## src/rtl/pcs_pkg.sv

```systemverilog
// Shared constants and the low-select wait-state code table.
// Assumes the slice index is 3 bits wide (eight slices per block).
package pcs_pkg;

    localparam int unsigned NUM_SLICE = 8;
    localparam int unsigned NUM_CS    = 7;
    localparam int unsigned HOLE_IDX  = 4;
    localparam int unsigned CNT_W     = 4;

    // Translates the 3-bit code of selects 0-3 into a wait count.
    function automatic logic [CNT_W-1:0] low_wait(input logic [2:0] code);
        logic [CNT_W-1:0] w;
        case (code)
            3'd0:    w = 4'd0;
            3'd1:    w = 4'd1;
            3'd2:    w = 4'd2;
            3'd3:    w = 4'd3;
            3'd4:    w = 4'd5;
            3'd5:    w = 4'd7;
            3'd6:    w = 4'd9;
            default: w = 4'd15;
        endcase
        return w;
    endfunction

endpackage

```

## src/rtl/pcs_cfg_regs.sv

```systemverilog
// Holds the configuration word and the mode bit, and tracks whether each
// register has been written since reset. Assumes one write per cycle.
module pcs_cfg_regs #(
    parameter int unsigned DATA_W = 16
) (
    input  logic              clk,
    input  logic              rst_n,
    input  logic              wr_en,
    input  logic              wr_sel,
    input  logic [DATA_W-1:0] wr_data,
    output logic [DATA_W-1:0] cfg_word,
    output logic              io_mode,
    output logic              cfg_done
);

    logic word_seen;
    logic mode_seen;

    // Captures register writes and records the first write to each register.
    always_ff @(posedge clk) begin
        if (!rst_n) begin
            cfg_word  <= '0;
            io_mode   <= 1'b0;
            word_seen <= 1'b0;
            mode_seen <= 1'b0;
        end else if (wr_en) begin
            if (wr_sel) begin
                io_mode   <= wr_data[0];
                mode_seen <= 1'b1;
            end else begin
                cfg_word  <= wr_data;
                word_seen <= 1'b1;
            end
        end
    end

    // The selects are usable only once both registers have been written.
    always_comb cfg_done = word_seen & mode_seen;

endmodule

```

## src/rtl/pcs_addr_decode.sv

```systemverilog
// Combinational address match: finds the 256-byte slice inside the 2 KB
// block and produces a one-hot select vector. Assumes the I/O space is the
// low IO_W bits of the address.
module pcs_addr_decode #(
    parameter int unsigned ADDR_W   = 20,
    parameter int unsigned IO_W     = 16,
    parameter int unsigned SLICE_W  = 8,
    parameter int unsigned BASE_LSB = SLICE_W + 3,
    parameter int unsigned NUM_CS   = 7,
    localparam int unsigned BASE_W  = ADDR_W - BASE_LSB,
    localparam int unsigned SEL_W   = BASE_LSB - SLICE_W
) (
    input  logic [ADDR_W-1:0] addr,
    input  logic              addr_is_io,
    input  logic [BASE_W-1:0] base_hi,
    input  logic              io_mode,
    input  logic              cfg_done,
    output logic [SEL_W-1:0]  slice,
    output logic              hit,
    output logic [NUM_CS-1:0] sel_vec
);

    localparam int unsigned IO_HI_W = ADDR_W - IO_W;
    localparam int unsigned IO_LO_W = IO_W - BASE_LSB;

    logic mem_match;
    logic io_match;
    logic space_ok;
    logic slice_ok;

    // Compares the block address in the active space and rules out the unused slices.
    always_comb begin
        slice     = addr[BASE_LSB-1:SLICE_W];
        space_ok  = (addr_is_io == io_mode);
        mem_match = (addr[ADDR_W-1:BASE_LSB] == base_hi);
        io_match  = (base_hi[BASE_W-1 -: IO_HI_W] == '0) &&
                    (addr[IO_W-1:BASE_LSB] == base_hi[IO_LO_W-1:0]);
        slice_ok  = (slice != SEL_W'(pcs_pkg::HOLE_IDX)) &&
                    (slice != SEL_W'(pcs_pkg::NUM_SLICE - 1));
        hit       = cfg_done && space_ok && slice_ok &&
                    (io_mode ? io_match : mem_match);
    end

    // One select line per slice index; the hole line can never be chosen.
    for (genvar i = 0; i < NUM_CS; i++) begin : g_sel
        if (i == pcs_pkg::HOLE_IDX) begin : g_hole
            assign sel_vec[i] = 1'b0;
        end else begin : g_live
            assign sel_vec[i] = hit && (slice == SEL_W'(i));
        end
    end

endmodule

```

## src/rtl/pcs_wait_ctrl.sv

```systemverilog
// Access sequencer: latches the select on a start strobe, counts wait states
// down and raises ready when the count is spent and external ready allows.
// Assumes the start strobe is ignored while an access is in progress.
module pcs_wait_ctrl #(
    parameter int unsigned NUM_CS = 7,
    parameter int unsigned CNT_W  = 4
) (
    input  logic              clk,
    input  logic              rst_n,
    input  logic              start,
    input  logic [NUM_CS-1:0] sel_vec,
    input  logic [CNT_W-1:0]  wait_load,
    input  logic              rdy_ign,
    input  logic              ext_rdy,
    output logic [NUM_CS-1:0] cs_n,
    output logic              rdy_out
);

    logic              busy;
    logic [CNT_W-1:0]  cnt;
    logic [NUM_CS-1:0] cs_q;

    // Starts, counts and ends one access at a time.
    always_ff @(posedge clk) begin
        if (!rst_n) begin
            busy <= 1'b0;
            cnt  <= '0;
            cs_q <= '0;
        end else if (!busy) begin
            if (start) begin
                busy <= 1'b1;
                cnt  <= wait_load;
                cs_q <= sel_vec;
            end
        end else if (rdy_out) begin
            busy <= 1'b0;
            cs_q <= '0;
        end else if (cnt != '0) begin
            cnt <= cnt - 1'b1;
        end
    end

    // Ready once the count is spent and, unless ignored, the external ready is high.
    always_comb begin
        rdy_out = busy && (cnt == '0) && (rdy_ign || ext_rdy);
        cs_n    = ~cs_q;
    end

endmodule

```

## src/rtl/pcs_gen.sv

```systemverilog
// Peripheral chip select generator top: register file, address decode and
// wait-state sequencer. Configuration word layout: [15:7] base bits 19:11,
// [6:4] read as 1, [3] wait code high bit, [2] ignore external ready,
// [1:0] wait code low bits. Mode register bit 0 selects I/O space.
module pcs_gen #(
    parameter int unsigned ADDR_W  = 20,
    parameter int unsigned IO_W    = 16,
    parameter int unsigned DATA_W  = 16,
    parameter int unsigned SLICE_W = 8
) (
    input  logic              clk,
    input  logic              rst_n,
    input  logic              reg_wr_en,
    input  logic              reg_wr_sel,
    input  logic [DATA_W-1:0] reg_wr_data,
    output logic [DATA_W-1:0] cfg_rd_data,
    input  logic [ADDR_W-1:0] addr,
    input  logic              addr_is_io,
    input  logic              acc_start,
    input  logic              ext_rdy,
    output logic [6:0]        cs_n,
    output logic              rdy_out
);

    localparam int unsigned BASE_LSB = SLICE_W + 3;
    localparam int unsigned BASE_W   = ADDR_W - BASE_LSB;
    localparam int unsigned SEL_W    = BASE_LSB - SLICE_W;
    localparam int unsigned NUM_CS   = pcs_pkg::NUM_CS;
    localparam int unsigned CNT_W    = pcs_pkg::CNT_W;
    localparam logic [DATA_W-1:0] RSVD_ONES = DATA_W'(7) << 4;

    logic [DATA_W-1:0] cfg_word;
    logic              io_mode;
    logic              cfg_done;
    logic [BASE_W-1:0] base_hi;
    logic              rdy_ign;
    logic [SEL_W-1:0]  slice;
    logic              hit;
    logic [NUM_CS-1:0] sel_vec;
    logic [CNT_W-1:0]  wait_load;

    pcs_cfg_regs #(.DATA_W(DATA_W)) u_cfg (
        .clk      (clk),
        .rst_n    (rst_n),
        .wr_en    (reg_wr_en),
        .wr_sel   (reg_wr_sel),
        .wr_data  (reg_wr_data),
        .cfg_word (cfg_word),
        .io_mode  (io_mode),
        .cfg_done (cfg_done)
    );

    // Splits the configuration word into its fields and picks the wait count.
    always_comb begin
        base_hi     = cfg_word[DATA_W-1 -: BASE_W];
        rdy_ign     = cfg_word[2];
        cfg_rd_data = cfg_word | RSVD_ONES;
        if (slice < SEL_W'(4)) begin
            wait_load = pcs_pkg::low_wait({cfg_word[3], cfg_word[1:0]});
        end else begin
            wait_load = CNT_W'(cfg_word[1:0]);
        end
    end

    pcs_addr_decode #(
        .ADDR_W  (ADDR_W),
        .IO_W    (IO_W),
        .SLICE_W (SLICE_W),
        .NUM_CS  (NUM_CS)
    ) u_dec (
        .addr       (addr),
        .addr_is_io (addr_is_io),
        .base_hi    (base_hi),
        .io_mode    (io_mode),
        .cfg_done   (cfg_done),
        .slice      (slice),
        .hit        (hit),
        .sel_vec    (sel_vec)
    );

    pcs_wait_ctrl #(.NUM_CS(NUM_CS), .CNT_W(CNT_W)) u_wait (
        .clk       (clk),
        .rst_n     (rst_n),
        .start     (acc_start && hit),
        .sel_vec   (sel_vec),
        .wait_load (wait_load),
        .rdy_ign   (rdy_ign),
        .ext_rdy   (ext_rdy),
        .cs_n      (cs_n),
        .rdy_out   (rdy_out)
    );

endmodule

```

## config.mk

```make
export PLATFORM = sky130hd
export DESIGN_NAME = pcs_gen
export DESIGN_NICKNAME = d
export VERILOG_FILES = /design/src/rtl/pcs_pkg.sv /design/src/rtl/pcs_cfg_regs.sv /design/src/rtl/pcs_addr_decode.sv /design/src/rtl/pcs_wait_ctrl.sv /design/src/rtl/pcs_gen.sv
export SDC_FILE = /design/constraint.sdc
export NUM_CORES = 1
export LEC_CHECK = 0
export BUFFER_PORTS_ARGS = -buffer_cell sky130_fd_sc_hd__buf_2
export CAP_MARGIN = 10
export CORE_ASPECT_RATIO = 1.5
export CORE_UTILIZATION = 44
export CTS_BUF_LIST = sky130_fd_sc_hd__clkbuf_4 sky130_fd_sc_hd__clkbuf_8
export CTS_CLUSTER_DIAMETER = 200
export DETAILED_ROUTE_END_ITERATION = 10
export PLACE_DENSITY = 0.87
export SLEW_MARGIN = 20
export SYNTH_ARGS = -nofsm -noshare
export SYNTH_HDL_FRONTEND = slang
export SYNTH_SLANG_ARGS = --single-unit
export TNS_END_PERCENT = 30
```

## constraint.sdc

```tcl
create_clock -name clk -period 1.8 [get_ports clk]
set_input_delay 0.18 -clock clk [delete_from_list [all_inputs] [get_ports clk]]
set_output_delay 0.18 -clock clk [all_outputs]
set_load 0.02 [all_outputs]
```

==> summary.md, run 1 <==
| Metric | Value |
|---|---|
| Area delta synth->final | `27.8%` |
| Layout Skew | `0.00103 ns` |
| Die X | `49.7 um` |
| Final count of hold timing violations | `0` |
| CTS tree | `done` |
| HP Class | `in -> reg` |
| Layout Cells excl Fill | `276` |
| Placed inst area | `1840 um^2` |
| Pins Over Slew Limit | `0` |
| # rows | `25` |
| CTS buffer count | `3` |
| Total track usage | `19.7%` |
| Worst r2r src | `u_cfg.cfg_word[15]` |
| Max Fclk | `541 MHz` |
| R2R setup slack | `-0.05 ns` |
| Clock root cell | `clkbuf_8` |
| Initial antenna violation count | `0` |
| Vias per inst | `5.09` |
| Area of the mapped netlist | `1500 um^2` |
| Post-synthesis cell type count | `42` |
| Die area | `3660 um^2` |
| Port bufs | `51` |
| Worst r2r dst | `u_wait.cs_q[2]` |
| Static leakage | `0.814 nW` |
| Crit path time final | `1.85 ns` |
| Most common cell after layout, fill and taps aside | `buf_2` |
| H-tree depth | `1` |
| RSZ-0062 raised after global routing | `yes` |
| Crit Path Category | `reg -> reg` |
| Status | `finished with violations` |
| Die Y | `73.6 um` |
| Fin crit share | `103%` |
| I/O pins | `67` |
| Final Util | `60.2%` |
| Critical path data arrival time | `2.04 ns` |
| Clock tree sinks | `27` |
| Total Wirelength | `3280 um` |
| Worst hold stages | `3` |
| CP Launch Type | `flop` |
| N_diodes | `0` |
| Worst Slack Setup Final | `-0.0486 ns` |
| Seq cells post-synth | `27` |
| Power Dens Cells | `617 nW/um^2` |
| CP max FO | `6` |
| Setup TNS | `-0.226 ns` |
| Most frequent cells in the layout | `buf_2 (51), nand2_1 (39), dfxtp_1 (25)` |
| First drt pass iteration count | `4` |
| Starting DRC count in detailed routing | `31` |
| Core Footprint | `3190 um^2` |
| CTS hold repair buffers | `0` |
| Clk pin slew, worst setup/hold paths | `0.09 ns` |
| Placed Cells | `270` |
| Seq/Total Area, Yosys | `36.0%` |
| Fillers | `310` |
| Synth warn | `0` |
| R2r worst-path depth | `5` |
| Syn_area_per_cell | `8.49 um^2` |
| Syn Inst Count | `177` |
| Vias | `1404` |
| Initial core utilization | `47.1%` |
| Clk buf depth | `2` |
| Drt wl/cell | `11.9 um` |
| Hpwl dp | `2540 um` |
| Final setup fails | `7` |
| Dpl ws | `-0.0844 ns` |
| Critical Path RT | `1.99 ns` |
| Max-Cap Viols | `0` |
| GRT overflow | `0` |
| First-pass GRT wire length | `5420 um` |
| Layout cells sized above 1 | `33.9%` |
| Largest net degree at the start of global routing | `24` |
| Drt drc | `0` |
| Crit. End Element | `flop` |
| Violated checks | `setup timing` |
| Later-pin clock latency in the skew report | `0.27 ns` |
| VDD IR-drop max | `0.501 mV` |
| Post-route cell area | `1920 um^2` |
| Vias in the first global route | `1287` |
| Fin nets | `282` |
| Min-Delay Startpoint | `reg_wr_data[12]` |
| GP Congestion | `0.755` |
| Hold endpoint | `u_cfg.cfg_word[12]` |
| ANT nets after route | `0` |
-- state kept, by name, indices dropped and copies added, names as in the netlist --
register	count
u_cfg.cfg_word	13
u_cfg.io_mode	1
u_cfg.mode_seen	1
u_cfg.word_seen	1
u_wait.busy	1
u_wait.cs_q	6
u_wait.cnt	4
-- layer usage --
layer | global-route usage [%] | vias to the layer above | share of wire [%]
met1 | 19.8 | 639 | 39
li1 | - | 720 | -
met3 | 2.69 | 5 | 3.8
met5 | 0 | - | 0
met2 | 37.4 | 40 | 54
met4 | 12.1 | 0 | 2.5
-- critical path, cell delays in order, from the launching register on --
cell and delay (ns):
dfxtp_2 0.33, or4_4 0.55, a32oi_4 0.23, nand4_4 0.17, o21a_4 0.26, o31ai_1 0.22
-- per-stage QoR --
stage / hold WS [ns] / power [mW]
final: 0.127 / 1.18
after global placement: 0.419 / 0.835
after global routing: 0.122 / 1.25
after detailed placement: 0.424 / 0.839
after CTS: 0.125 / 1.20
after floorplan: 0.307 / 0.766
-- power by group --
part / switching [mW] / internal [mW]
Clock: 0.184 / 0.174
Sequential: 0.0147 / 0.615
Combinational: 0.111 / 0.0872
Total: 0.309 / 0.876
-- logic make-up after synthesis --
logic type | synth area share, %
multiplexers | 2.00
AND/OR/NAND/NOR | 24.7
flip-flops | 36.0
AO/OA/AOI/OAI | 22.2
XOR/XNOR | 6.41
other | 0.250
buffers and inverters | 6.74
adder cells (fa/ha/maj) | 1.67
-- how the worst max path moves through the flow --
stage | start | to | slack [ns] | cells after the start
floorplan | u_cfg.cfg_word[15] | u_wait.cs_q[6] | -0.03 | 5
CTS | u_cfg.cfg_word[15] | u_wait.cs_q[2] | -0.05 | 5
global placement | u_cfg.cfg_word[15] | u_wait.cs_q[6] | -0.03 | 5
finish | u_cfg.cfg_word[15] | u_wait.cs_q[2] | -0.05 | 5
detailed placement | u_cfg.cfg_word[15] | u_wait.cs_q[2] | -0.08 | 5
global route | u_cfg.cfg_word[15] | u_wait.cs_q[0] | -0.14 | 5
-- synthesized netlist by cell type, drive strengths merged --
cell,instances,area [um^2]
a21boi,14,105
a21oi,2,10.0
a22oi,1,7.51
a311o,1,10.0
a32oi,1,27.5
a41o,1,10.0
and3,2,12.5
and4,2,18.8
buf,6,41.3
clkbuf,6,22.5
conb,1,3.75
dfxtp,27,541
ha,2,25.0
inv,10,37.5
mux2i,3,30.0
nand2,39,146
nand2b,4,25.0
nand3,4,20.0
nand3b,2,15.0
nand4,1,21.3
nor2,2,7.51
nor2b,4,25.0
nor3,3,20.0
nor4,1,21.3
o2111ai,7,61.3
o211ai,1,7.51
o21a,2,22.5
o21ai,7,35.0
o21bai,1,7.51
o31ai,4,30.0
or2,1,6.26
or2b,1,8.76
or3,2,12.5
or4,1,11.3
xnor2,5,43.8
xor2,6,52.6
-- area by class of cell --
cell class | instances | area [um^2] | area share, %
Tap cell | 40 | 50.0 | 2.61
Clock buffer | 4 | 48.8 | 2.54
Timing Repair Buffer | 64 | 357 | 18.6
Multi-Input combinational cell | 131 | 885 | 46.1
Sequential cell | 27 | 543 | 28.3
Inverter | 10 | 37.5 | 1.95
-- timing repair --
action	4_1_cts	5_1_grt
pin swaps	1	1
buffers inserted	2	0
setup endpoints to repair	8	10
resized for setup	1	3
Note: power is estimated with default switching activity, not from simulation.
==> inputs of run 2 (changes only) <==
HOLD_SLACK_MARGIN = 0.15   (was unset)
==> run 2 against run 1 <==
Non-clock buffer count rose by 11. Sequential power barely moved. Largest power group unchanged. Highest routed layer unchanged. Final cell count rose by 4.0%. The flow still finishes with violations (setup timing).
==> summary.md, run 2 (same netlist as run 1, synthesis figures left out) <==
| Metric | Value |
|---|---|
| Status | `finished with violations` |
| Violated checks | `setup timing` |
| Fin nets | `293 (+3.9%)` |
| Vias in the first global route | `1346 (+4.6%)` |
| Crit path time final | `1.84 ns (-0.00387 ns)` |
| Top reg by flops | `u_cfg.cfg_word` |
| Max-Cap Viols | `0 (unchanged)` |
| Most frequent cells in the layout | `buf_2 (51), nand2_1 (39), dfxtp_1 (25)` |
| Critical path data arrival time | `2.04 ns (about the same)` |
| Die X | `49.7 um (unchanged)` |
| Total track usage | `20.7% (+1.1 points)` |
| Final setup fails | `7 (unchanged)` |
| Drt drc | `0 (unchanged)` |
| RSZ-0062 raised after global routing | `yes` |
| Power Dens Cells | `593 nW/um^2 (-3.9%)` |
| Clk network pwr share | `29.6% (-0.6 points)` |
| Hpwl dp | `2540 um (unchanged)` |
| Comb pwr share | `18.1% (+1.4 points)` |
| I/O pins | `67 (unchanged)` |
| N_diodes | `0 (unchanged)` |
| First-pass GRT wire length | `5700 um (+5.2%)` |
| Largest net degree at the start of global routing | `24 (unchanged)` |
| Vias per inst | `5.11 (+0.41%)` |
| Layout Skew | `0.00405 ns (+0.00303 ns)` |
| CP max FO | `6 (unchanged)` |
| Register share of total power | `52.3% (-0.8 points)` |
| Vias | `1466 (+4.4%)` |
| # rows | `25 (unchanged)` |
| Total Wirelength | `3480 um (+5.9%)` |
| CTS buffer count | `3 (unchanged)` |
| Final Power | `1.20 mW (+1.6%)` |
| Fin crit share | `102% (-0.21 points)` |
| Clock root cell | `clkbuf_8` |
| Cell-internal power | `891 uW (+1.8%)` |
| Die Y | `73.6 um (unchanged)` |
| GRT overflow | `0 (unchanged)` |
| Biggest regs | `u_cfg.cfg_word (13), u_wait.cs_q (6), u_wait.cnt (4)` |
| Area delta synth->final | `35.1%` |
| Crit Path Category | `reg -> reg` |
| NetSw | `312 uW (+0.97%)` |
| Clock tree sinks | `27 (unchanged)` |
| Clk buf depth | `2 (unchanged)` |
| Cell Chain, Critical Path | `or4_4 -> a32oi_4 -> nand4_4 -> o21a_4 -> o31ai_1` |
| GP Congestion | `0.755 (unchanged)` |
| Dpl ws | `-0.0844 ns (unchanged)` |
| First drt pass iteration count | `4 (unchanged)` |
| H-tree depth | `1 (unchanged)` |
| Worst path bufs/invs | `0 (unchanged)` |
| Worst Slack Setup Final | `-0.0447 ns (+0.00387 ns)` |
| Core Footprint | `3190 um^2 (unchanged)` |
| Pins Over Slew Limit | `0 (unchanged)` |
| ANT nets after route | `0 (unchanged)` |
| Largest stage delay on the critical path | `0.55 ns (about the same)` |
| Most common cell after layout, fill and taps aside | `buf_2` |
| Layout cells sized above 1 | `32.4% (-1.5 points)` |
| Slowest CP cell | `or4_4` |
| Sw frac | `25.9% (-0.15 points)` |
| Port bufs | `51 (unchanged)` |
| Critical Path RT | `1.99 ns (about the same)` |
| Top Family by Delay on Critical Path | `simple AND/OR/NAND/NOR gates` |
| R2r worst-path depth | `5 (unchanged)` |
| Initial antenna violation count | `0 (unchanged)` |
| Later-pin clock latency in the skew report | `0.27 ns (about the same)` |
| Crit. End Element | `flop` |
| CP Launch Type | `flop` |
| CTS tree | `done` |
| HP Class | `in -> reg` |
| VDD IR-drop max | `0.506 mV (+0.92%)` |
| Max Fclk | `542 MHz (+0.21%)` |
| Clk pin slew, worst setup/hold paths | `0.09 ns (about the same)` |
| Drt wl/cell | `12.1 um (+1.9%)` |
| Worst hold stages | `3 (unchanged)` |
| Max FFs per register | `13 (unchanged)` |
| Final count of hold timing violations | `0 (unchanged)` |
| Starting DRC count in detailed routing | `37 (+19%)` |
| Die area | `3660 um^2 (unchanged)` |
| Initial core utilization | `47.1% (unchanged)` |
| Stages on the worst setup path | `5 (unchanged)` |
| Static leakage | `0.860 nW (+5.6%)` |
run 2: cell count changes in the layout (fill, tap and decap cells not counted), sizes merged:
cell and delta:
dlygate4sd3 +11
run 2: layout make-up:
type / instances / area, um^2
Clock buffer: 4 / 48.8
Fill cell: 293 / 1160
Inverter: 10 / 37.5
Multi-Input combinational cell: 131 / 885
Sequential cell: 27 / 543
Tap cell: 40 / 50.0
Timing Repair Buffer: 75 / 467
run 2: what timing repair did:
action / in CTS / in global routing
gates cloned: 0 / 0
setup endpoints to repair: 8 / 10
hold endpoints to repair: 10 / 1
gates resized for setup: 1 / 3
pin swaps: 1 / 1
setup buffers: 2 / 0
hold buffers: 10 / 1
run 2: worst register-to-register path, stage by stage (launching register included):
cell,delay (ns)
dfxtp_2,0.33
or4_4,0.55
a32oi_4,0.23
nand4_4,0.17
o21a_4,0.26
o31ai_1,0.22
run 2: per-layer routing:
metal  share of wire, %  track usage [%]  vias to the layer above  wire, um
met2                 57             40.8                       42      1960
met4                2.3             11.7                        0        81
li1                   -                -                      742         -
met3                3.9             2.90                        5       137
met1                 37             20.0                      677      1290
met5                  0                0                        -         0
run 2: worst paths after layout:
check                     startpoint                end  slack, ns
setup / recovery  u_cfg.cfg_word[15]     u_wait.cs_q[2]      -0.04
hold / removal        reg_wr_data[9]  u_cfg.cfg_word[9]       0.16
setup reg to reg  u_cfg.cfg_word[15]     u_wait.cs_q[2]      -0.04
hold reg to reg      u_cfg.word_seen    u_cfg.word_seen       0.47
run 2: stage by stage:
| stage | cells | hold WS [ns] | area (um^2) | TNS, ns | utilization [%] |
|---|---|---|---|---|---|
| CTS | 286 | 0.154 | 2010 | -0.246 | 62.9 |
| detailed placement | 270 | 0.424 | 1840 | -0.358 | 57.7 |
| global placement | 270 | 0.419 | 1840 | -0.112 | 57.7 |
| finish | 287 | 0.163 | 2030 | -0.201 | 63.6 |
| floorplan | 180 | 0.307 | 1520 | -0.105 | - |
| global route | 287 | 0.180 | 2030 | -0.862 | 63.6 |
run 2: power by group through the flow:
stage / sequential (mW) / clock [mW] / combinational (mW)
2_1_floorplan: 0.657 / 0 / 0.108
3_3_place_gp: 0.642 / 0 / 0.193
3_5_place_dp: 0.643 / 0 / 0.197
4_1_cts: 0.629 / 0.368 / 0.215
5_1_grt: 0.633 / 0.400 / 0.237
6_report: 0.630 / 0.357 / 0.217
